$ cat src/rtl/ets_pkg.sv
package ets_pkg;

  localparam int unsigned HR_W  = 5;
  localparam int unsigned MIN_W = 6;

  typedef struct packed {
    logic [HR_W-1:0]  hr;
    logic [MIN_W-1:0] mn;
  } hhmm_t;

  // Width needed to hold 0 .. modulus-1
  function automatic int unsigned width_for(input int unsigned modulus);
    return (modulus <= 2) ? 1 : $clog2(modulus);
  endfunction

  // True when a counter sits on its last value
  function automatic logic at_top(input int unsigned value, input int unsigned modulus);
    return value == modulus - 1;
  endfunction

  // Next value of a modulo counter
  function automatic int unsigned mod_step(input int unsigned value, input int unsigned modulus);
    return (value + 1 >= modulus) ? 0 : value + 1;
  endfunction

endpackage

$ cat src/rtl/ets_mod_counter.sv
module ets_mod_counter #(
  parameter int unsigned MODULUS = 60,
  parameter int unsigned W       = ets_pkg::width_for(MODULUS)
) (
  input  logic         clk,
  input  logic         rst,
  input  logic         clr,
  input  logic         inc,
  output logic [W-1:0] value,
  output logic         carry
);

  logic [W-1:0] value_q;

  // carry is an enable for the next stage, never a clock
  always_comb begin
    carry = inc && ets_pkg::at_top(32'(value_q), MODULUS);
  end

  always_ff @(posedge clk) begin
    if (rst || clr) begin
      value_q <= '0;
    end else if (inc) begin
      value_q <= W'(ets_pkg::mod_step(32'(value_q), MODULUS));
    end
  end

  assign value = value_q;

endmodule

$ cat src/rtl/ets_timebase.sv
module ets_timebase #(
  parameter int unsigned TICKS_PER_SEC = 1000,
  parameter int unsigned SEC_PER_MIN   = 60,
  parameter int unsigned MIN_PER_HOUR  = 60,
  parameter int unsigned HOURS_PER_DAY = 24
) (
  input  logic          clk,
  input  logic          rst,
  input  logic          sync_clr,
  output ets_pkg::hhmm_t now,
  output logic          tick_carry,
  output logic          sec_carry,
  output logic          min_carry,
  output logic          hr_carry
);

  localparam int unsigned TICK_W = ets_pkg::width_for(TICKS_PER_SEC);
  localparam int unsigned SEC_W  = ets_pkg::width_for(SEC_PER_MIN);

  logic [TICK_W-1:0]          tick_val;
  logic [SEC_W-1:0]           sec_val;
  logic [ets_pkg::MIN_W-1:0]  min_val;
  logic [ets_pkg::HR_W-1:0]   hr_val;

  ets_mod_counter #(.MODULUS(TICKS_PER_SEC), .W(TICK_W)) u_tick (
    .clk(clk), .rst(rst), .clr(sync_clr), .inc(1'b1),
    .value(tick_val), .carry(tick_carry)
  );

  ets_mod_counter #(.MODULUS(SEC_PER_MIN), .W(SEC_W)) u_sec (
    .clk(clk), .rst(rst), .clr(sync_clr), .inc(tick_carry),
    .value(sec_val), .carry(sec_carry)
  );

  ets_mod_counter #(.MODULUS(MIN_PER_HOUR), .W(ets_pkg::MIN_W)) u_min (
    .clk(clk), .rst(rst), .clr(sync_clr), .inc(sec_carry),
    .value(min_val), .carry(min_carry)
  );

  ets_mod_counter #(.MODULUS(HOURS_PER_DAY), .W(ets_pkg::HR_W)) u_hr (
    .clk(clk), .rst(rst), .clr(sync_clr), .inc(min_carry),
    .value(hr_val), .carry(hr_carry)
  );

  always_comb begin
    now.hr = hr_val;
    now.mn = min_val;
  end

endmodule

$ cat src/rtl/ets_stamp_reg.sv
module ets_stamp_reg (
  input  logic           clk,
  input  logic           rst,
  input  logic           evt,
  input  ets_pkg::hhmm_t now,
  output ets_pkg::hhmm_t stamp,
  output logic           vld
);

  ets_pkg::hhmm_t stamp_q;
  logic           vld_q;

  always_ff @(posedge clk) begin
    if (rst) begin
      stamp_q <= '0;
      vld_q   <= 1'b0;
    end else begin
      vld_q <= evt;
      if (evt) begin
        stamp_q <= now;
      end
    end
  end

  assign stamp = stamp_q;
  assign vld   = vld_q;

endmodule

$ cat src/rtl/ets_event_stamper.sv
module ets_event_stamper #(
  parameter int unsigned TICKS_PER_SEC = 1000,
  parameter int unsigned SEC_PER_MIN   = 60,
  parameter int unsigned MIN_PER_HOUR  = 60,
  parameter int unsigned HOURS_PER_DAY = 24
) (
  input  logic       clk,
  input  logic       rst,
  input  logic       midnight_sync,
  input  logic       entry_evt,
  input  logic       exit_evt,
  output logic [4:0] entry_hr,
  output logic [5:0] entry_min,
  output logic       entry_vld,
  output logic [4:0] exit_hr,
  output logic [5:0] exit_min,
  output logic       exit_vld
);

  localparam int unsigned N_CH = 2;  // channel 0 entry, channel 1 exit

  ets_pkg::hhmm_t now_t;
  logic           tick_carry;
  logic           sec_carry;
  logic           min_carry;
  logic           hr_carry;

  // named internal events for the checker
  logic [4:0] now_hr;
  logic [5:0] now_min;

  ets_timebase #(
    .TICKS_PER_SEC(TICKS_PER_SEC),
    .SEC_PER_MIN  (SEC_PER_MIN),
    .MIN_PER_HOUR (MIN_PER_HOUR),
    .HOURS_PER_DAY(HOURS_PER_DAY)
  ) u_timebase (
    .clk       (clk),
    .rst       (rst),
    .sync_clr  (midnight_sync),
    .now       (now_t),
    .tick_carry(tick_carry),
    .sec_carry (sec_carry),
    .min_carry (min_carry),
    .hr_carry  (hr_carry)
  );

  assign now_hr  = now_t.hr;
  assign now_min = now_t.mn;

  logic [N_CH-1:0] evt_vec;
  logic [N_CH-1:0] vld_vec;
  ets_pkg::hhmm_t  stamp_arr [N_CH];

  assign evt_vec = {exit_evt, entry_evt};

  for (genvar ch = 0; ch < N_CH; ch++) begin : g_ch
    ets_stamp_reg u_stamp (
      .clk  (clk),
      .rst  (rst),
      .evt  (evt_vec[ch]),
      .now  (now_t),
      .stamp(stamp_arr[ch]),
      .vld  (vld_vec[ch])
    );
  end

  assign entry_hr  = stamp_arr[0].hr;
  assign entry_min = stamp_arr[0].mn;
  assign entry_vld = vld_vec[0];
  assign exit_hr   = stamp_arr[1].hr;
  assign exit_min  = stamp_arr[1].mn;
  assign exit_vld  = vld_vec[1];

endmodule

$ cat config.mk
export PLATFORM = sky130hd
export DESIGN_NAME = ets_event_stamper
export DESIGN_NICKNAME = d
export VERILOG_FILES = /design/src/rtl/ets_pkg.sv /design/src/rtl/ets_mod_counter.sv /design/src/rtl/ets_timebase.sv /design/src/rtl/ets_stamp_reg.sv /design/src/rtl/ets_event_stamper.sv
export SDC_FILE = /design/constraint.sdc
export NUM_CORES = 1
export LEC_CHECK = 0
export BUFFER_PORTS_ARGS = -buffer_cell sky130_fd_sc_hd__buf_4
export CORE_AREA = 10 10 90 92
export CTS_CLUSTER_DIAMETER = 50
export DETAILED_ROUTE_END_ITERATION = 12
export DIE_AREA = 0 0 100 102
export HOLD_SLACK_MARGIN = 0.1
export SETUP_SLACK_MARGIN = 0.05
export SLEW_MARGIN = 20
export SYNTH_ARGS = -nofsm -noshare
export SYNTH_HDL_FRONTEND = slang
export SYNTH_SLANG_ARGS = --single-unit
$ cat constraint.sdc
create_clock -name clk -period 2 [get_ports clk]
set_input_delay 0.1 -clock clk [delete_from_list [all_inputs] [get_ports clk]]
set_output_delay 0.1 -clock clk [all_outputs]
set_load 0.02 [all_outputs]
* Word-level counts from Yosys, hierarchy flattened
Cells that the tools add are included. Widths: inputs -> output; s select.
Word-level totals: input port bits 5, output and inout port bits 24, register bits 51, logic and storage cells 28
Operators by class: $add $sub $neg 4, mux-type cells 3, reduce and logical (&&, ||, !) cells 4, eq/ne operators 3, order comparisons 4
Operators by type and width (count):
- $ge 32x10->1 const B | 1
- $add 6x1->7 const B | 2
- $ge 7x6->1 const B | 2
- $eq 6x6->1 const B | 2
- $mux 6 | 2
- $add 10x1->11 const B | 1
- $eq 10x10->1 const B | 1
- $add 5x1->6 const B | 1
- $ge 6x5->1 const B | 1
- $mux 5 | 1
- $logic_and 1x1->1 | 2
- $reduce_or 2->1 | 1
- $logic_or 1x1->1 | 1

* Longest topological paths before layout
word-level depth 3, mapped depth 8, mapped depth without buffers 6

* Cells and area by module
A second synthesis with hierarchy kept.
Unflattened totals: cells, all modules 281, area, all modules 2581.2 um2
Modules (own cells, without submodules):
- ets_stamp_reg | sequential area each 240.2 um2, area an instance 414.1 um2, cells each 37, instances 2
- ets_mod_counter at u_timebase.u_min ... | sequential area each 120.1 um2, area an instance 374.1 um2, cells each 40, instances 2
- ets_mod_counter at u_timebase.u_tick | sequential area each 200.2 um2, area an instance 644.4 um2, cells each 82, instances 1
- ets_mod_counter at u_timebase.u_hr | sequential area each 100.1 um2, area an instance 356.6 um2, cells each 44, instances 1
- ets_timebase | sequential area each 0.0 um2, area an instance 3.8 um2, cells each 1, instances 1

* Least setup slack after synthesis
OpenSTA, ideal clock, no wires.
kind reg2reg, start point reg u_timebase.u_tick.value_q[0] (netlist: u_timebase.u_tick.value[0]), end point reg u_timebase.u_sec.value_q[3] (netlist: u_timebase.u_sec.value[3]), data required time 1.941 ns, buffers on the path 2, cell stages (with the launch flop) 9, library setup time 0.059 ns, clock period less this slack 2.189 ns, arrival 2.130 ns, slack -0.189 ns, cells stage by stage dfxtp_1 -> ha_1 -> buf_2 -> nand3_2 -> or4_1 -> buf_2 -> or4_1 -> a32oi_1 -> a31o_1
On the way: word-level cells in the longest chain between the ends 1
RTL lines:
- start: declaration | RTL line ets_mod_counter.sv:13 | logic [W-1:0] value_q;
- start signal: assignment | RTL line ets_mod_counter.sv:24 | value_q <= W'(ets_pkg::mod_step(32'(value_q), MODULUS));
- $eq 10x10->1 | RTL line ets_pkg.sv:18 | return value == modulus - 1;
- end signal: assignment | RTL line ets_mod_counter.sv:24
- end: declaration | RTL line ets_mod_counter.sv:13
No other way between the ends. A chain may end at the register's enable or synchronous reset.

* Worst setup path after layout
Ends and elaborated chain as after synthesis.

==> run_results.csv <==
group,metric,value,unit
layout,finalNetCount,347,
yosys,synth_top_family_by_area,"simple AND/OR/NAND/NOR gates",
die,starting_density,39.3,%
layout,fill_cells,611,
drt,vias_per_cell,5.25,
die,die_h,102,um
setup_path,timing.critical_path.fanout_max,4,
placement,detailedPlacementHpwl,4120,um
die,horizontal_die_dimension,100,um
clock_tree,count_of_hold_fix_buffers_inserted_at_cts,0,
die,die-area,10200,um2
pwr,leakagePower,1.23,nW
grt,grt_antenna_before_repair,0,
setup_path,path_cells,"ha_4, nand3_4, buf_6, or4_4, or4_1, a32oi_1, a31o_1",
hold_path,worstHoldPathType,"in -> reg",
drt,drt-pass1-iter-count,4,
job,drv.max_cap_violation_count,0,
yosys,synth_xor_area_share,6.74,%
layout,syn2layout_area_growth,30.9,%
sta,hold-worst-slack,0.142,ns
drt,via_total_after_detailed_routing,2177,
yosys,post_synth_and_or_nand_nor_area_fraction,26.5,%
die,core_area,6280,um2
yosys,netlist-cell-type-count,47,
setup_path,worst_setup_path_end_kind,"flop",
clock_tree,max-clock-path-buffers,2,
yosys,synth_enable_flop_cells,0,
clock_tree,insertion_delay,0.30,ns
setup_path,critical_path.top_delay_family,"simple AND/OR/NAND/NOR gates",
sta,layout_worst_path_cycle_share,99.6,%
clock_tree,path_clk_slew,0.10,ns
yosys,syn_area,2470,um2
sta,fin_skew,0.00356,ns
yosys,postSynthRegisterBits,51,
yosys,adder_and_majority_cell_fraction_of_the_synthesized_area,2.53,%
sta,final_hold_vios,0,
yosys,synthCells,284,
sta,finalSetupViolations,0,
yosys,synth_async_sr_flop_share,0,%
layout,multiInputGateArea,1470,um2
sta,grt_setup_unrepaired,"true",
setup_path,arrival,2.24,ns
placement,i_o_buffers,28,
sta,finalCriticalPeriod,1.99,ns
clock_tree,cts.sinks,51,
setup_path,cp_data_required_time,2.25,ns
setup_path,startpoint_type_of_the_worst_setup_path,"flop",
die,std_cell_rows,29,
setup_path,critical-path-max-stage-delay,0.42,ns
pwr,post-layout-total-power,1.73,mW
grt,grt_pass1_wl,9800,um
clock_tree,htreeDepth,2,
layout,diodes,0,
sta,fmaxAchievable,0.502,GHz
yosys,synth_compound_gate_area_share,8.06,%
drt,initialDrtViolationCount,71,
placement,dpl-instance-area,2970,um2
sta,max_slew.worst_pin.slew,0.350,ns
yosys,muxShareOfSynthArea,10.1,%
pwr,power-per-cell-area,536,nW/um2
sta,drv_slew,0,
sta,maxSlewHeadroom,76.7,%
yosys,syn_nets,294,
grt,grt_max_degree,26,
setup_path,crit_type,"reg -> reg",
drt,route.antenna.remaining_nets,0,
grt,first_global_vias,2022,
clock_tree,tritoncts,"yes",
setup_path,slowest_stage,"sky130_fd_sc_hd__or4_4",
setup_path,buffers_inverters_on_critical_path,1,
yosys,synthesis.area_per_instance,8.69,um2
yosys,ys_dominant_reg_cell,"sky130_fd_sc_hd__dfxtp_1",
drt,drc,0,
clock_tree,cts_inserted_buffers,5,
drt,detailed_route_wire_length_per_cell,14.2,um
die,ioPinCount,29,
drt,route.final.wire_length,5900,um
placement,gp_congestion,0.806,
grt,globalRouteOverflowTotal,0,
layout,regArea,1030,um2
layout,final_design_area_no_fill,3230,um2
clock_tree,clk_root_buffer_cell,"sky130_fd_sc_hd__clkbuf_8",
yosys,synth.yosys.seq_area_share,41.4,%
outcome,status,"completed",
pwr,ir_worst_vdd,0.434,mV
yosys,yosys_warnings,0,
layout,post_route_cells_drive_above_1_share,30.8,%
grt,grt_use_total,11.4,%
logic make-up after synthesis:
family          Yosys count
compound gates           30
mux                      25
flops                    51
fa+ha+maj                 5
xor+xnor                 19
buf+inv                  29
simple gates            125
state kept, by name, indices dropped and copies added (netlist names):
name and cells:
g_ch.u_stamp.stamp 22, u_timebase.u_tick.value 10, u_timebase.u_min.value 6, u_timebase.u_hr.value 5, u_timebase.u_sec.value 6, g_ch.u_stamp.vld 2
worst reg2reg max path, delay by kind of cell (launching register included):
family | cells | cell delay, ns
buffers and inverters | 1 | 0.14
adder cells (fa/ha/maj) | 1 | 0.17
AND/OR/NAND/NOR | 3 | 0.94
AO/OA/AOI/OAI | 2 | 0.32
flip-flops | 1 | 0.36
worst paths after layout:
kind	startpoint	cells after the start	to	slack, ns
setup / recovery	u_timebase.u_tick.value[0]	7	u_timebase.u_sec.value[3]	0.009
hold / removal	midnight_sync	4	u_timebase.u_sec.value[4]	0.14
setup reg to reg	u_timebase.u_tick.value[0]	7	u_timebase.u_sec.value[3]	0.009
hold reg to reg	g_ch[0].u_stamp.stamp[2]	2	g_ch[0].u_stamp.stamp[2]	0.50
timing repair:
item	4_1_cts	5_1_grt
pin swaps	1	10
setup buffers	2	5
cloned	0	1
gates resized for setup	2	20
setup endpoints to repair	5	20
final cells by class:
cell class / instances / area share [%]
well taps: 77 / 2.98
multi-input cells: 204 / 45.5
repair buffers: 68 / 16.0
inverters: 7 / 0.813
clock buffers: 5 / 2.13
clock inverters: 3 / 0.852
flip-flops and latches: 51 / 31.8
cells in the mapped netlist, drive strengths merged, types with 2 or more instances:
cell type / number / share of area (%)
a21oi: 7 / 1.4
a31oi: 4 / 1.0
and2: 2 / 0.51
and3: 2 / 0.51
buf: 6 / 1.1
clkbuf: 16 / 2.5
dfxtp: 51 / 41
ha: 5 / 2.5
inv: 7 / 1.1
mux2i: 25 / 10
nand2: 18 / 2.7
nand3: 12 / 2.6
nand4: 7 / 2.0
nor2: 42 / 6.4
nor2b: 3 / 0.76
nor3: 11 / 2.2
nor3b: 2 / 0.81
nor4: 10 / 2.5
o21ai: 6 / 1.2
o31ai: 2 / 0.61
or3: 4 / 1.0
or4: 5 / 1.5
xnor2: 16 / 5.7
xor2: 3 / 1.1
cell usage in the layout (no fill, tap or decap), types with 2 or more instances in the layout:
cell and count:
sky130_fd_sc_hd__xor2_1 3, sky130_fd_sc_hd__nand3_1 11, sky130_fd_sc_hd__nor4_1 6, sky130_fd_sc_hd__a31oi_1 3, sky130_fd_sc_hd__ha_1 3, sky130_fd_sc_hd__nor2b_1 3
sky130_fd_sc_hd__xnor2_1 16, sky130_fd_sc_hd__nor2_1 41, sky130_fd_sc_hd__or3_4 2, sky130_fd_sc_hd__nor3_1 10, sky130_fd_sc_hd__or3_1 2, sky130_fd_sc_hd__clkbuf_8 5
sky130_fd_sc_hd__buf_6 2, sky130_fd_sc_hd__and2_1 2, sky130_fd_sc_hd__and3_1 2, sky130_fd_sc_hd__dfxtp_2 3, sky130_fd_sc_hd__nand2_1 18, sky130_fd_sc_hd__nor4_2 4
sky130_fd_sc_hd__a21oi_1 4, sky130_fd_sc_hd__inv_1 7, sky130_fd_sc_hd__or4_1 3, sky130_fd_sc_hd__dfxtp_1 47, sky130_fd_sc_hd__buf_4 65, sky130_fd_sc_hd__ha_4 2
sky130_fd_sc_hd__or4_4 2, sky130_fd_sc_hd__nand4_1 6, sky130_fd_sc_hd__o21ai_0 6, sky130_fd_sc_hd__mux2i_1 25, sky130_fd_sc_hd__a21oi_2 3
routing by layer:
metal	track usage [%]	wire length (um)	share of wire, %	vias to the layer above
li1	-	-	-	1108
met1	14.3	2680	45	1043
met2	19.6	3050	52	22
met3	1.89	105	1.8	4
met4	3.26	69	1.2	0
met5	0	0	0	-
power breakdown:
group          leakage, nW  internal (mW)  switching (mW)  total [mW]
logic                0.774         0.0273          0.0414      0.0687
clock network       0.0467          0.260           0.382       0.643
registers            0.414           1.02         0.00246        1.02
stage by stage:
| step | util, % | setup slack [ns] | setup TNS [ns] | std cells |
|---|---|---|---|---|
| after global placement | 47.4 | 0.0137 | 0 | 399 |
| after global routing | 51.5 | -0.0729 | -0.279 | 415 |
| after detailed placement | 47.4 | -0.0178 | -0.0310 | 399 |
| final | 51.5 | 0.00881 | 0 | 415 |
| after CTS | 49.2 | 0.0524 | 0 | 409 |
| after floorplan | - | 0.0517 | 0 | 284 |
Power figures use the tool's default switching activity.
